==> config.mk <==
export PLATFORM = sky130hd
export DESIGN_NAME = penmap_loader
export DESIGN_NICKNAME = d
export VERILOG_FILES = /design/src/rtl/penmap_pkg.sv /design/src/rtl/penmap_ctrl.sv /design/src/rtl/penmap_dp.sv /design/src/rtl/penmap_loader.sv
export SDC_FILE = /design/constraint.sdc
export NUM_CORES = 1
export LEC_CHECK = 0
export BUFFER_PORTS_ARGS = -buffer_cell sky130_fd_sc_hd__buf_2
export CAP_MARGIN = 20
export CORE_MARGIN = 5
export CORE_UTILIZATION = 45
export DETAILED_ROUTE_END_ITERATION = 8
export HOLD_SLACK_MARGIN = 0.05
export PLACE_DENSITY_LB_ADDON = 0.1
export SYNTH_ARGS = -nofsm -noshare
export SYNTH_HDL_FRONTEND = slang
export SYNTH_HIERARCHICAL = 1
export SYNTH_SLANG_ARGS = --single-unit
==> constraint.sdc <==
create_clock -name clk -period 3.05 [get_ports clk]
set_clock_uncertainty 0.1 [all_clocks]
set_input_delay 0.4575 -clock clk [delete_from_list [all_inputs] [get_ports clk]]
set_output_delay 0.4575 -clock clk [all_outputs]
set_load 0.02 [all_outputs]
==> src/rtl/penmap_pkg.sv <==
package penmap_pkg;
  localparam int BYTE_COUNT = 8;
  localparam int PEN_W      = 4;
  localparam int PEN_COUNT  = 2 * BYTE_COUNT;
  localparam int SLOT_W     = $clog2(BYTE_COUNT);
  localparam int END_LEAD   = 2;
  localparam int END_SLOT   = BYTE_COUNT - END_LEAD - 1;

  typedef struct packed {
    logic              loadBase;
    logic              writeByte;
    logic [SLOT_W-1:0] slot;
  } ctrlStrobes_t;

  typedef enum logic [1:0] {
    ST_IDLE  = 2'd0,
    ST_FETCH = 2'd1,
    ST_TAIL  = 2'd2
  } loadState_t;
endpackage

==> src/rtl/penmap_ctrl.sv <==
module penmap_ctrl
  import penmap_pkg::*;
(
  input  logic         clk,
  input  logic         rst,
  input  logic         start,
  input  logic         memValid,
  input  logic         pageLast,
  output logic         memReq,
  output ctrlStrobes_t strobes,
  output logic         endEarly,
  output logic         done
);
  localparam int REM_W = $clog2(END_LEAD + 1);

  loadState_t        state;
  logic [SLOT_W-1:0] slotQ;
  logic [REM_W-1:0]  remainQ;
  logic              endLate;
  logic              accept;

  assign accept = memValid && (state != ST_IDLE);
  assign memReq = (state != ST_IDLE);

  always_comb begin
    strobes.loadBase  = (state == ST_IDLE) && start;
    strobes.writeByte = accept;
    strobes.slot      = slotQ;
  end

  always_ff @(posedge clk) begin
    if (rst) begin
      state    <= ST_IDLE;
      slotQ    <= '0;
      remainQ  <= '0;
      endLate  <= 1'b0;
      endEarly <= 1'b0;
      done     <= 1'b0;
    end else begin
      done     <= 1'b0;
      endEarly <= endLate;
      endLate  <= 1'b0;
      unique case (state)
        ST_IDLE: begin
          if (start) begin
            state <= ST_FETCH;
            slotQ <= '0;
          end
        end
        ST_FETCH: begin
          if (endLate) begin
            // deferred end: enter the tail one cycle after the page crossing
            state   <= ST_TAIL;
            remainQ <= REM_W'(END_LEAD);
          end
          if (accept) begin
            slotQ <= slotQ + 1'b1;
            if (slotQ == SLOT_W'(END_SLOT)) begin
              if (pageLast) begin
                endLate <= 1'b1;
              end else begin
                endEarly <= 1'b1;
                state    <= ST_TAIL;
                remainQ  <= REM_W'(END_LEAD);
              end
            end
          end
        end
        ST_TAIL: begin
          if (accept) begin
            slotQ   <= slotQ + 1'b1;
            remainQ <= remainQ - 1'b1;
            if (remainQ == REM_W'(1)) begin
              state <= ST_IDLE;
              done  <= 1'b1;
            end
          end
        end
        default: state <= ST_IDLE;
      endcase
    end
  end
endmodule

==> src/rtl/penmap_dp.sv <==
module penmap_dp
  import penmap_pkg::*;
#(
  parameter int ADDR_W    = 16,
  parameter int PAGE_BITS = 8
) (
  input  logic                       clk,
  input  logic                       rst,
  input  logic [ADDR_W-1:0]          baseAddr,
  input  ctrlStrobes_t               strobes,
  input  logic [2*PEN_W-1:0]         memData,
  output logic [ADDR_W-1:0]          memAddr,
  output logic                       pageLast,
  output logic [PEN_COUNT*PEN_W-1:0] penMap
);
  localparam int BYTE_W = 2 * PEN_W;

  logic [ADDR_W-1:0] addrQ;

  always_ff @(posedge clk) begin
    if (rst)                    addrQ <= '0;
    else if (strobes.loadBase)  addrQ <= baseAddr;
    else if (strobes.writeByte) addrQ <= addrQ + 1'b1;
  end

  assign memAddr  = addrQ;
  assign pageLast = &addrQ[PAGE_BITS-1:0];

  for (genvar g = 0; g < BYTE_COUNT; g++) begin : g_slot
    logic [PEN_W-1:0] penEven;
    logic [PEN_W-1:0] penOdd;
    always_ff @(posedge clk) begin
      if (rst) begin
        penEven <= '0;
        penOdd  <= '0;
      end else if (strobes.writeByte && strobes.slot == SLOT_W'(g)) begin
        penEven <= memData[BYTE_W-1:PEN_W];
        penOdd  <= memData[PEN_W-1:0];
      end
    end
    assign penMap[g*BYTE_W +: BYTE_W] = {penOdd, penEven};
  end
endmodule

==> src/rtl/penmap_loader.sv <==
module penmap_loader
  import penmap_pkg::*;
(
  input  logic        clk,
  input  logic        rst,
  input  logic        start,
  input  logic [15:0] baseAddr,
  output logic        memReq,
  output logic [15:0] memAddr,
  input  logic        memValid,
  input  logic [7:0]  memData,
  output logic [63:0] penMap,
  output logic        endEarly,
  output logic        done
);
  ctrlStrobes_t strobes;
  logic         pageLast;

  penmap_ctrl u_ctrl (
    .clk      (clk),
    .rst      (rst),
    .start    (start),
    .memValid (memValid),
    .pageLast (pageLast),
    .memReq   (memReq),
    .strobes  (strobes),
    .endEarly (endEarly),
    .done     (done)
  );

  penmap_dp #(.ADDR_W(16), .PAGE_BITS(8)) u_dp (
    .clk      (clk),
    .rst      (rst),
    .baseAddr (baseAddr),
    .strobes  (strobes),
    .memData  (memData),
    .memAddr  (memAddr),
    .pageLast (pageLast),
    .penMap   (penMap)
  );
endmodule

# After elaboration in Yosys (flattened, before gate mapping)
# Index checks and enable logic that the tools add are counted.
dict set report totals {
  out_inout_bits 83
  word_cells 92
  ff_bits 90
  inputBits 28
}
dict set report classes {
  n_addsub 3
  bitwise 4
  n_eq_ne 14
  mux 25
  reduce_logical 23
}
# cell n
set op_table {}
lappend op_table {{16-bit two-way mux} 2}
lappend op_table {{2-bit two-way mux} 12}
lappend op_table {{16-bit by 1-bit adder with 16-bit output, second input constant} 1}
lappend op_table {{3-bit equality test, second input constant} 4}
lappend op_table {{1-bit logical AND} 10}
lappend op_table {{8-bit AND reduction} 1}
lappend op_table {{2-bit nonzero test} 4}
lappend op_table {{3-bit by 2-bit equality test with 1-bit output, second input constant} 2}
lappend op_table {{1-bit two-way mux} 6}
lappend op_table {{3-bit two-way mux} 2}
lappend op_table {{2-bit by 1-bit inequality test with 1-bit output, second input constant} 3}
lappend op_table {{2-bit one-hot mux with 3 select lines} 1}
lappend op_table {{3-bit one-hot mux with 2 select lines} 1}
lappend op_table {{3-bit AND reduction} 2}
lappend op_table {{2-bit by 1-bit equality test with 1-bit output, second input constant} 2}
lappend op_table {{1-bit NOT} 4}
lappend op_table {{2-bit one-hot mux with 2 select lines} 1}
lappend op_table {{4-bit OR reduction} 1}
lappend op_table {{3-bit by 1-bit adder with 3-bit output, second input constant} 1}
lappend op_table {{3-bit by 1-bit equality test with 1-bit output, second input constant} 1}
lappend op_table {{3-bit logical NOT} 1}
lappend op_table {{3-bit OR reduction} 1}
lappend op_table {{2-bit equality test, second input constant} 1}
lappend op_table {{2-bit logical NOT} 1}
lappend op_table {{other kinds (4)} 4}

# Longest topological paths before layout
# Gate-level depths: netlist of run 1.
dict set report logic_depth {
  word_depth 5
  depth_mapped 11
  ltp_nobuf 8
}

# Hierarchy
# Netlist of run 1, hierarchy kept.
# module seq_area_each_um2 instances cells_per_inst area_per_inst_um2
set modules_own_cells {}
lappend modules_own_cells {penmap_dp 1601.5 1 405 3206.8}
lappend modules_own_cells {penmap_ctrl 200.2 1 68 571.8}

# Worst setup path before layout of run 1
# Ideal clock, no wire load.
dict set report synth_path {
  path_kind {reg2reg}
  startpoint {reg u_ctrl.state[0]}
  endpoint {reg u_dp.addrQ[15] (netlist: u_dp/memAddr[15])}
  setup_ps 87
  stages_incl_launch_ff 11
  path_buffers 2
  required_time_ps 2863
  synth_period_minus_slack_ps 2229
  arrival_ps 2042
  path_slack_ps 821
  path_cell_list {dfxtp_1 > inv_1 > ha_1 > nand2b_2 > inv_1 > buf_4 > buf_2 > or3b_2 > nor3_1 > a221oi_1 > o31ai_1}
}
dict set report synth_via {
  elab_chain_len 3
  word_cells_on_any_way 6
  classes_between {mux (1); reduce/logical (5)}
}
# element line
set synth_rtl {}
lappend synth_rtl {{start: declaration} penmap_ctrl.sv:16} ;# loadState_t state;
lappend synth_rtl {{start signal: assignment} penmap_ctrl.sv:33} ;# state <= ST_IDLE;
lappend synth_rtl {{start signal: assignment} penmap_ctrl.sv:46} ;# state <= ST_FETCH;
lappend synth_rtl {{start signal: assignment} penmap_ctrl.sv:53} ;# state <= ST_TAIL;
lappend synth_rtl {{2-bit nonzero test} penmap_ctrl.sv:22} ;# assign accept = memValid && (state != ST_IDLE);
lappend synth_rtl {{1-bit logical AND} penmap_ctrl.sv:22}
lappend synth_rtl {{via u_ctrl.accept} penmap_ctrl.sv:20} ;# logic accept;
lappend synth_rtl {{2-bit nonzero test (no line)} n/a}
lappend synth_rtl {{end signal: assignment} penmap_dp.sv:22} ;# else if (strobes.loadBase) addrQ <= baseAddr;
lappend synth_rtl {{end signal: assignment} penmap_dp.sv:23} ;# else if (strobes.writeByte) addrQ <= addrQ + 1'b1;
lappend synth_rtl {{end: declaration} penmap_dp.sv:18} ;# logic [ADDR_W-1:0] addrQ;
# The timed path passes the listed nets, and every way through them passes these cells.
# A chain may end at the register's enable or synchronous reset.

==> results of run 1 <==
[worst max-delay path, delay by kind of cell, from the launching register on]
kind                       cells  cell delay, ns
and+or+nand+nor                4            1.00
adders and majority gates      1            0.28
muxes                          1            0.25
buffers and inverters          2            0.43
DFF                            1            0.34
[sequential cells by signal, indices dropped and copies added, names as in the netlist]
signal               count
u_ctrl/done              1
u_ctrl/endEarly          1
u_ctrl/endLate           1
u_ctrl/remainQ           2
u_ctrl/slotQ             3
u_ctrl/state             2
u_dp/g_slot.penEven     32
u_dp/g_slot.penOdd      32
u_dp/memAddr            16
[cell type report]
cell class	instances	share of cell area, %
well taps	105	2.86
repair buffers	114	12.6
inverters	15	1.22
multi-input cells	340	39.0
flip-flops and latches	90	39.2
clock inverters	6	2.12
clock buffers	10	2.99
[per-layer routing]
| layer | track usage, % | vias to the layer above | routed length, um | part of all wire [%] |
|---|---|---|---|---|
| li1 | - | 1774 | - | - |
| met1 | 26.8 | 1584 | 4730 | 47 |
| met2 | 29.9 | 94 | 4670 | 46 |
| met3 | 3.86 | 2 | 693 | 6.8 |
| met4 | 7.26 | 0 | 39 | 0.38 |
| met5 | 0 | - | 0 | 0 |
[cell families (layout without fill, tap and decap cells)]
group | count (synthesis) | in the layout
compound gates | 97 | 97
flops | 90 | 90
buf+inv | 43 | 145
xor+xnor | 10 | 10
fa+ha+maj | 7 | 7
mux | 9 | 9
simple gates | 217 | 217
[worst max path at each step]
stage	startpoint	slack, ns	to	cells past startpoint
floorplan	u_ctrl/state[0]	0.82	u_dp/memAddr[15]	10
global placement	u_ctrl/state[0]	0.58	u_dp/g_slot[3].penOdd[2]	9
detailed placement	u_ctrl/state[0]	0.53	u_dp/g_slot[1].penOdd[2]	8
CTS	u_ctrl/state[0]	0.52	u_dp/g_slot[1].penOdd[2]	8
global route	u_ctrl/state[0]	0.23	u_dp/memAddr[13]	8
finish	u_ctrl/state[0]	0.50	u_dp/g_slot[1].penOdd[2]	8
[report_power, final]
part           switching (W)  internal [W]  leakage, nW
Sequential         0.0000288       0.00120        0.729
Clock               0.000446      0.000496        0.119
Combinational       0.000149     0.0000770         1.02
[placed cells by master, fill, tap and decap left out, drive strengths merged, types with 3 or more instances in the layout]
cell / Yosys / routed
nand2: 130 / 130
buf: 4 / 114
dfxtp: 90 / 90
a21oi: 69 / 69
nor2: 33 / 33
inv: 15 / 17
clkbuf: 24 / 10
mux2i: 9 / 9
nand3: 8 / 8
nand4: 8 / 8
nor3: 8 / 8
ha: 7 / 7
xnor2: 7 / 7
o21ai: 6 / 6
nor4: 6 / 6
a211oi: 6 / 6
nand2b: 6 / 6
nor2b: 5 / 5
a311oi: 3 / 3
xor2: 3 / 3
a221oi: 3 / 3
or3b: 3 / 3
[metrics by stage]
step | instances | setup WS, ns | instance area [sq um] | hold slack (ns) | total power (W)
floorplan | 473 | 0.821 | 3780 | 0.357 | 0.00140
global placement | 664 | 0.579 | 4360 | 0.339 | 0.00148
detailed placement | 664 | 0.530 | 4360 | 0.345 | 0.00148
CTS | 680 | 0.521 | 4600 | 0.233 | 0.00242
global route | 680 | 0.231 | 4600 | 0.252 | 0.00249
finish | 680 | 0.503 | 4600 | 0.246 | 0.00240
==> impl_metrics.prom, run 1 <==
# TYPE chip_impl_metric gauge
chip_impl_metric{name="holdBufCountCts",unit=""} 0
chip_impl_metric{name="dp.final_hpwl",unit="um"} 6970
chip_impl_metric{name="worst_skew_pair.late_latency",unit="ns"} 0.36
chip_impl_info{name="dominant_cells_by_area_after_synthesis",value="sky130_fd_sc_hd__dfxtp_1 48%, sky130_fd_sc_hd__nand2_1 13%, sky130_fd_sc_hd__a21oi_1 9.1%, sky130_fd_sc_hd__nor2_1 3.2%, sky130_fd_sc_hd__mux2i_1 2.4%"} 1
chip_impl_metric{name="htreeDepth",unit=""} 3
chip_impl_metric{name="crit_fanout",unit=""} 15
chip_impl_metric{name="syn-mean-instance-area",unit="sq um"} 7.99
chip_impl_metric{name="total_setup_violations_reported_at_the_end_of_the_flow",unit=""} 0
chip_impl_metric{name="multiInputGateArea",unit="sq um"} 1790
chip_impl_metric{name="antenna_found_initial",unit=""} 0
chip_impl_metric{name="num_antenna_cells",unit=""} 0
chip_impl_info{name="cts.root.buffer_cell",value="sky130_fd_sc_hd__clkbuf_8"} 1
chip_impl_metric{name="cts.sink_count",unit=""} 90
chip_impl_info{name="critical_path_class",value="reg -> reg"} 1
chip_impl_metric{name="tritoncts.num_buffers",unit=""} 9
chip_impl_metric{name="flow.area_growth_from_synthesis",unit="%"} 21.7
chip_impl_metric{name="finalMaxSlewViolations",unit=""} 0
chip_impl_metric{name="gr-usage-all-layers",unit="%"} 19.4
chip_impl_info{name="outcome",value="finished, final reports clean"} 1
chip_impl_metric{name="fp-row-count",unit=""} 33
chip_impl_metric{name="postLayoutCoreUtil",unit="%"} 55.9
chip_impl_metric{name="synth.net_count",unit=""} 508
chip_impl_info{name="cp-end-kind",value="register"} 1
chip_impl_metric{name="detail_route.first_pass.iterations",unit=""} 5
chip_impl_metric{name="number_of_global_route_vias_before_repair",unit=""} 3235
chip_impl_metric{name="ff2ff_path_depth",unit=""} 8
chip_impl_metric{name="ys_async_sr_fraction",unit="%"} 0
chip_impl_metric{name="muxShareOfSynthArea",unit="%"} 2.38
chip_impl_metric{name="synth-xor-area-share",unit="%"} 2.32
chip_impl_metric{name="synth.ff_latch_count",unit=""} 90
chip_impl_metric{name="via_per_inst",unit=""} 5.08
chip_impl_info{name="worstReg2RegEnd",value="u_dp/g_slot[1].penOdd[2]"} 1
chip_impl_info{name="tritoncts_clock_tree",value="built"} 1
chip_impl_metric{name="routedWlPerCell",unit="um"} 14.9
chip_impl_metric{name="detailroute.via_count",unit=""} 3454
chip_impl_info{name="synthFlopType",value="sky130_fd_sc_hd__dfxtp_1"} 1
chip_impl_metric{name="post_cts.resized_instances",unit=""} 0
chip_impl_metric{name="clkSlewWorstSetupHoldPaths",unit="ns"} 0.09
chip_impl_metric{name="worst-slew-pin-transition",unit="ns"} 0.921
chip_impl_info{name="most_numerous_cell_on_the_critical_path",value="sky130_fd_sc_hd__inv_1"} 1
chip_impl_info{name="largest_family_of_logic_cells_by_synthesized_area",value="simple AND/OR/NAND/NOR gates"} 1
chip_impl_info{name="yosys-top-cells-count",value="130 x sky130_fd_sc_hd__nand2_1, 90 x sky130_fd_sc_hd__dfxtp_1, 69 x sky130_fd_sc_hd__a21oi_1"} 1
chip_impl_metric{name="maxCapViolations",unit=""} 0
chip_impl_info{name="cp_slowest_cell",value="sky130_fd_sc_hd__nor2_2"} 1
chip_impl_info{name="reg2reg_from",value="u_ctrl/state[0]"} 1
chip_impl_metric{name="n_fill_cell",unit=""} 803
chip_impl_metric{name="fmax",unit="MHz"} 393
chip_impl_metric{name="timing.final.crit_period",unit="ns"} 2.55
chip_impl_info{name="rsz0062_at_grt",value="no"} 1
chip_impl_metric{name="top_level_i_o_count",unit=""} 111
chip_impl_info{name="timing.hold.worst.class",value="in -> reg"} 1
chip_impl_info{name="largest_area_contributor_in_the_synthesized_netlist",value="sky130_fd_sc_hd__dfxtp_1"} 1
chip_impl_metric{name="yosys.area_share.simple",unit="%"} 25.7
chip_impl_metric{name="core_area",unit="sq um"} 8220
chip_impl_metric{name="global_route.overflow_total",unit=""} 0
chip_impl_metric{name="die_height",unit="um"} 102
chip_impl_metric{name="final_layout_size_suffix_gt1_share",unit="%"} 24.5
chip_impl_metric{name="detail_route.drc_violations",unit=""} 0
chip_impl_metric{name="synth.yosys.seq_area_share",unit="%"} 47.7
chip_impl_metric{name="vdd_ir_drop_max",unit="uV"} 229
chip_impl_metric{name="syn-cell-area",unit="sq um"} 3780
chip_impl_metric{name="critPathMaxStageDelay",unit="ns"} 0.49
chip_impl_metric{name="nNetsFinal",unit=""} 605
chip_impl_metric{name="hold_violations",unit=""} 0
chip_impl_metric{name="synth_compound_gate_area_share",unit="%"} 14.7
chip_impl_info{name="synth.most_common_cell",value="sky130_fd_sc_hd__nand2_1"} 1
chip_impl_metric{name="antenna_violating_nets_post_route",unit=""} 0
chip_impl_metric{name="drtIter0Drc",unit=""} 117
chip_impl_metric{name="synth_fa_ha_area_share",unit="%"} 2.32
chip_impl_metric{name="layout_worst_path_cycle_share",unit="%"} 83.5
chip_impl_info{name="hold-path-endpoint",value="u_dp/memAddr[1]"} 1
chip_impl_metric{name="setup_total_negative_slack",unit="ns"} 0
chip_impl_metric{name="die-area",unit="sq um"} 10300
chip_impl_metric{name="area.sequential",unit="sq um"} 1800
chip_impl_metric{name="slew_headroom",unit="%"} 38.6
chip_impl_metric{name="syn-instance-count",unit=""} 473
chip_impl_metric{name="pwr_density_cell",unit="nW/um^2"} 521
chip_impl_metric{name="yosys.area.top_type_share",unit="%"} 47.7
chip_impl_info{name="worst_hold_startpoint",value="baseAddr[1]"} 1
chip_impl_metric{name="die_x",unit="um"} 102
chip_impl_metric{name="count_of_flip_flops_with_a_built_in_enable_after_synthesis",unit=""} 0
chip_impl_metric{name="worst_ep_required_time",unit="ns"} 3.16
chip_impl_metric{name="cellLeakagePower",unit="nW"} 1.87
chip_impl_metric{name="wirelength",unit="um"} 10100
chip_impl_metric{name="clock_path_buffers",unit=""} 2
chip_impl_metric{name="initial_core_util",unit="%"} 46.0
chip_impl_metric{name="count_of_input_and_output_buffers",unit=""} 110
chip_impl_metric{name="worstHoldPathCells",unit=""} 3
chip_impl_metric{name="grt_max_degree",unit=""} 91
chip_impl_metric{name="grt_pass1_wl",unit="um"} 15900
chip_impl_info{name="critical_path.cell_chain",value="inv_1 -> ha_1 -> nand2b_2 -> inv_1 -> nand2b_1 -> nor2_2 -> mux2i_1 -> nor2_1"} 1
chip_impl_metric{name="reg2reg_slack",unit="ns"} 0.50
chip_impl_metric{name="gp_congestion",unit=""} 0.827
chip_impl_metric{name="cp.arrival",unit="ns"} 2.66
chip_impl_info{name="startpoint_type",value="register"} 1
chip_impl_metric{name="distinct_cells_synth",unit=""} 46
chip_impl_metric{name="postCtsSetupRepairBufs",unit=""} 0
chip_impl_metric{name="number_of_warning_messages_in_the_yosys_log",unit=""} 6
No activity file was read; power rests on OpenSTA's default activity.
==> run 2: changes to the inputs <==
Settings changed: ABC_AREA set to 1.
Clock period 3.05 ns to 2.1 ns, I/O delays scaled along.
==> run 2 against run 1 <==
Against the previous run: first-iteration DRC count up 34%; wire length down 1.6%; flip-flop and latch count unchanged; hold slack worse by 0.10 ns; highest routed layer unchanged; total power up 41%; synthesized cell count up 10%; critical endpoint is now u_dp/g_slot[4].penEven[3]; global-route usage up 0.24 points; largest cell class unchanged; non-clock buffer count unchanged; utilization up 1.2 points; synthesized area up 0.73%.
==> impl_metrics.prom, run 2 <==
# TYPE chip_impl_metric gauge
chip_impl_info{name="critical_path.cell_chain",value="inv_1 -> ha_1 -> nor2_4 -> nand2_2 -> nor2_4 -> inv_1 -> nor2_1 -> nor2_1"} 1
chip_impl_info{name="cp-end-kind",value="register"} 1
chip_impl_info{name="synthFlopType",value="sky130_fd_sc_hd__dfxtp_1"} 1
chip_impl_metric{name="wirelength",unit="um"} 9970
chip_impl_metric{name="layout_worst_path_cycle_share",unit="%"} 91.3
chip_impl_metric{name="detail_route.drc_violations",unit=""} 0
chip_impl_metric{name="die_height",unit="um"} 102
chip_impl_metric{name="syn-mean-instance-area",unit="sq um"} 7.31
chip_impl_metric{name="number_of_warning_messages_in_the_yosys_log",unit=""} 6
chip_impl_metric{name="postCtsSetupRepairBufs",unit=""} 0
chip_impl_metric{name="pwr_density_cell",unit="nW/um^2"} 721
chip_impl_info{name="dominant_cells_by_area_after_synthesis",value="sky130_fd_sc_hd__dfxtp_1 47%, sky130_fd_sc_hd__nor2_1 14%, sky130_fd_sc_hd__o21ai_0 10%, sky130_fd_sc_hd__nand2_1 5.1%, sky130_fd_sc_hd__inv_1 4.1%"} 1
chip_impl_info{name="rsz0062_at_grt",value="no"} 1
chip_impl_info{name="critical_path_class",value="reg -> reg"} 1
chip_impl_metric{name="maxCapViolations",unit=""} 0
chip_impl_info{name="tritoncts_clock_tree",value="built"} 1
chip_impl_metric{name="core_area",unit="sq um"} 8220
chip_impl_metric{name="total_setup_violations_reported_at_the_end_of_the_flow",unit=""} 0
chip_impl_metric{name="worst-slew-pin-transition",unit="ns"} 0.534
chip_impl_metric{name="yosys.area.top_type_share",unit="%"} 47.3
chip_impl_metric{name="initial_core_util",unit="%"} 46.3
chip_impl_metric{name="gr-usage-all-layers",unit="%"} 19.6
chip_impl_metric{name="vdd_ir_drop_max",unit="uV"} 395
chip_impl_metric{name="n_fill_cell",unit=""} 800
chip_impl_metric{name="die-area",unit="sq um"} 10400
chip_impl_metric{name="num_antenna_cells",unit=""} 0
chip_impl_metric{name="ys_async_sr_fraction",unit="%"} 0
chip_impl_metric{name="global_route.overflow_total",unit=""} 0
chip_impl_info{name="largest_area_contributor_in_the_synthesized_netlist",value="sky130_fd_sc_hd__dfxtp_1"} 1
chip_impl_metric{name="detailroute.via_count",unit=""} 3660
chip_impl_metric{name="fp-row-count",unit=""} 33
chip_impl_metric{name="crit_fanout",unit=""} 9
chip_impl_info{name="yosys-top-cells-count",value="147 x sky130_fd_sc_hd__nor2_1, 90 x sky130_fd_sc_hd__dfxtp_1, 76 x sky130_fd_sc_hd__o21ai_0"} 1
chip_impl_metric{name="via_per_inst",unit=""} 4.91
chip_impl_metric{name="number_of_global_route_vias_before_repair",unit=""} 3333
chip_impl_metric{name="synth.ff_latch_count",unit=""} 90
chip_impl_metric{name="hold_violations",unit=""} 0
chip_impl_metric{name="grt_pass1_wl",unit="um"} 16100
chip_impl_metric{name="grt_max_degree",unit=""} 71
chip_impl_info{name="crit_family",value="simple AND/OR/NAND/NOR gates"} 1
chip_impl_metric{name="distinct_cells_synth",unit=""} 29
chip_impl_metric{name="dp.final_hpwl",unit="um"} 7190
chip_impl_metric{name="setup_total_negative_slack",unit="ns"} 0
chip_impl_info{name="layout.cells.most_common_list",value="146 x sky130_fd_sc_hd__nor2_1, 110 x sky130_fd_sc_hd__buf_2, 90 x sky130_fd_sc_hd__dfxtp_1, 76 x sky130_fd_sc_hd__o21ai_0, 52 x sky130_fd_sc_hd__nand2_1"} 1
chip_impl_metric{name="finalMaxSlewViolations",unit=""} 0
chip_impl_metric{name="holdBufCountCts",unit=""} 0
chip_impl_metric{name="tritoncts.num_buffers",unit=""} 9
chip_impl_metric{name="count_of_flip_flops_with_a_built_in_enable_after_synthesis",unit=""} 0
chip_impl_metric{name="synth.yosys.seq_area_share",unit="%"} 47.3
chip_impl_metric{name="slew_headroom",unit="%"} 64.4
chip_impl_metric{name="cts.sink_count",unit=""} 90
chip_impl_metric{name="final_layout_size_suffix_gt1_share",unit="%"} 25.6
chip_impl_metric{name="timing.critical_path.buf_inv",unit=""} 2
chip_impl_metric{name="die_x",unit="um"} 102
chip_impl_metric{name="gp_congestion",unit=""} 0.861
chip_impl_metric{name="fmax",unit="MHz"} 522
chip_impl_metric{name="cellLeakagePower",unit="nW"} 2.24
chip_impl_info{name="cts.root.buffer_cell",value="sky130_fd_sc_hd__clkbuf_8"} 1
chip_impl_metric{name="syn-cell-area",unit="sq um"} 3810
chip_impl_info{name="startpoint_type",value="register"} 1
chip_impl_metric{name="htreeDepth",unit=""} 3
chip_impl_metric{name="count_of_input_and_output_buffers",unit=""} 110
chip_impl_metric{name="post_cts.resized_instances",unit=""} 0
chip_impl_info{name="cp_slowest_cell",value="sky130_fd_sc_hd__dfxtp_1"} 1
chip_impl_metric{name="flow.area_growth_from_synthesis",unit="%"} 23.3
chip_impl_metric{name="timing.final.crit_period",unit="ns"} 1.92
chip_impl_metric{name="drtIter0Drc",unit=""} 157
chip_impl_metric{name="clkSlewWorstSetupHoldPaths",unit="ns"} 0.09
chip_impl_metric{name="critPathMaxStageDelay",unit="ns"} 0.38
chip_impl_metric{name="routedWlPerCell",unit="um"} 13.4
chip_impl_info{name="timing.hold.worst.class",value="in -> reg"} 1
chip_impl_metric{name="worst_ep_required_time",unit="ns"} 2.26
chip_impl_metric{name="detail_route.first_pass.iterations",unit=""} 4
chip_impl_metric{name="cp.arrival",unit="ns"} 2.07
chip_impl_info{name="synth.most_common_cell",value="sky130_fd_sc_hd__nor2_1"} 1
chip_impl_metric{name="top_level_i_o_count",unit=""} 111
chip_impl_metric{name="report.power.total",unit="W"} 0.00338
chip_impl_info{name="outcome",value="finished, final reports clean"} 1
chip_impl_metric{name="synth.net_count",unit=""} 556
chip_impl_metric{name="antenna_violating_nets_post_route",unit=""} 0
chip_impl_metric{name="clock_path_buffers",unit=""} 2
chip_impl_info{name="mostFrequentLayoutCell",value="sky130_fd_sc_hd__nor2_1"} 1
chip_impl_metric{name="worst_skew_pair.late_latency",unit="ns"} 0.35
chip_impl_metric{name="syn-instance-count",unit=""} 521
chip_impl_metric{name="nNetsFinal",unit=""} 670
chip_impl_metric{name="antenna_found_initial",unit=""} 0
chip_impl_metric{name="reg2reg_slack",unit="ns"} 0.18
==> run 2: changes by cell type in the layout (fill, tap and decap cells not counted), moves of 6 or more <==
cell                       delta
sky130_fd_sc_hd__nand2_2     +10
sky130_fd_sc_hd__mux2i_1      -9
sky130_fd_sc_hd__a21oi_1     -50
sky130_fd_sc_hd__o21ai_0     +70
sky130_fd_sc_hd__nand3_1     +10
sky130_fd_sc_hd__inv_2       +12
sky130_fd_sc_hd__nand2_1     -78
sky130_fd_sc_hd__inv_1       +27
sky130_fd_sc_hd__nor2_1     +114
sky130_fd_sc_hd__a211oi_1     -6
sky130_fd_sc_hd__a22oi_1      +8
==> run 2: area by class of cell <==
type	count	area, sq um	share of cell area, %
inverters	54	203	4.32
multi-input cells	366	1760	37.6
repair buffers	114	593	12.6
well taps	105	131	2.80
flip-flops and latches	90	1800	38.4
clock inverters	6	72.6	1.55
clock buffers	10	128	2.72
==> run 2: worst paths after layout <==
check,startpoint,end,cells after the start
max,u_ctrl/state[0],u_dp/g_slot[4].penEven[3],8
max reg2reg,u_ctrl/state[0],u_dp/g_slot[4].penEven[3],8
min reg2reg,u_ctrl/remainQ[1],u_ctrl/remainQ[1],2
min,baseAddr[3],u_dp/memAddr[3],3
==> run 2: stage by stage <==
step	utilization, %	setup slack [ns]	instance area [sq um]	std cells	hold slack, ns
6_report	57.1	0.183	4690	745	0.141
5_1_grt	57.1	0.00344	4690	745	0.142
4_1_cts	57.0	0.0373	4680	745	0.123
3_5_place_dp	54.6	0.0495	4480	729	0.359
3_3_place_gp	54.6	0.0855	4480	729	0.347
2_1_floorplan	-	0.409	3810	521	0.277
==> run 2: kinds of logic (layout without fill, tap and decap cells) <==
| logic type | count (synthesis) | count (layout) | synth area share [%] |
|---|---|---|---|
| buf+inv | 65 | 184 | 6.54 |
| fa+ha+maj | 7 | 7 | 2.30 |
| simple gates | 242 | 242 | 26.8 |
| flops | 90 | 90 | 47.3 |
| compound gates | 111 | 111 | 15.7 |
| xor+xnor | 6 | 6 | 1.38 |
==> run 2: power breakdown <==
| group | switching, W | internal [W] | leakage [nW] |
|---|---|---|---|
| Clock | 0.000635 | 0.000563 | 0.0975 |
| Sequential | 0.0000480 | 0.00175 | 0.729 |
| Combinational | 0.000254 | 0.000133 | 1.42 |
==> run 2: routing by layer <==
layer / wire length [um] / vias to the layer above / global-route usage, %
met5: 0 / - / 0
li1: - / 1901 / -
met4: 116 / 0 / 6.36
met1: 4560 / 1660 / 27.5
met2: 4630 / 89 / 30.9
met3: 660 / 10 / 3.28
==> run 2: worst register-to-register path, stage by stage, from the launching register on <==
cell	delay [ns]
sky130_fd_sc_hd__dfxtp_1	0.38
sky130_fd_sc_hd__inv_1	0.08
sky130_fd_sc_hd__ha_1	0.29
sky130_fd_sc_hd__nor2_4	0.23
sky130_fd_sc_hd__nand2_2	0.16
sky130_fd_sc_hd__nor2_4	0.24
sky130_fd_sc_hd__inv_1	0.18
sky130_fd_sc_hd__nor2_1	0.12
sky130_fd_sc_hd__nor2_1	0.06
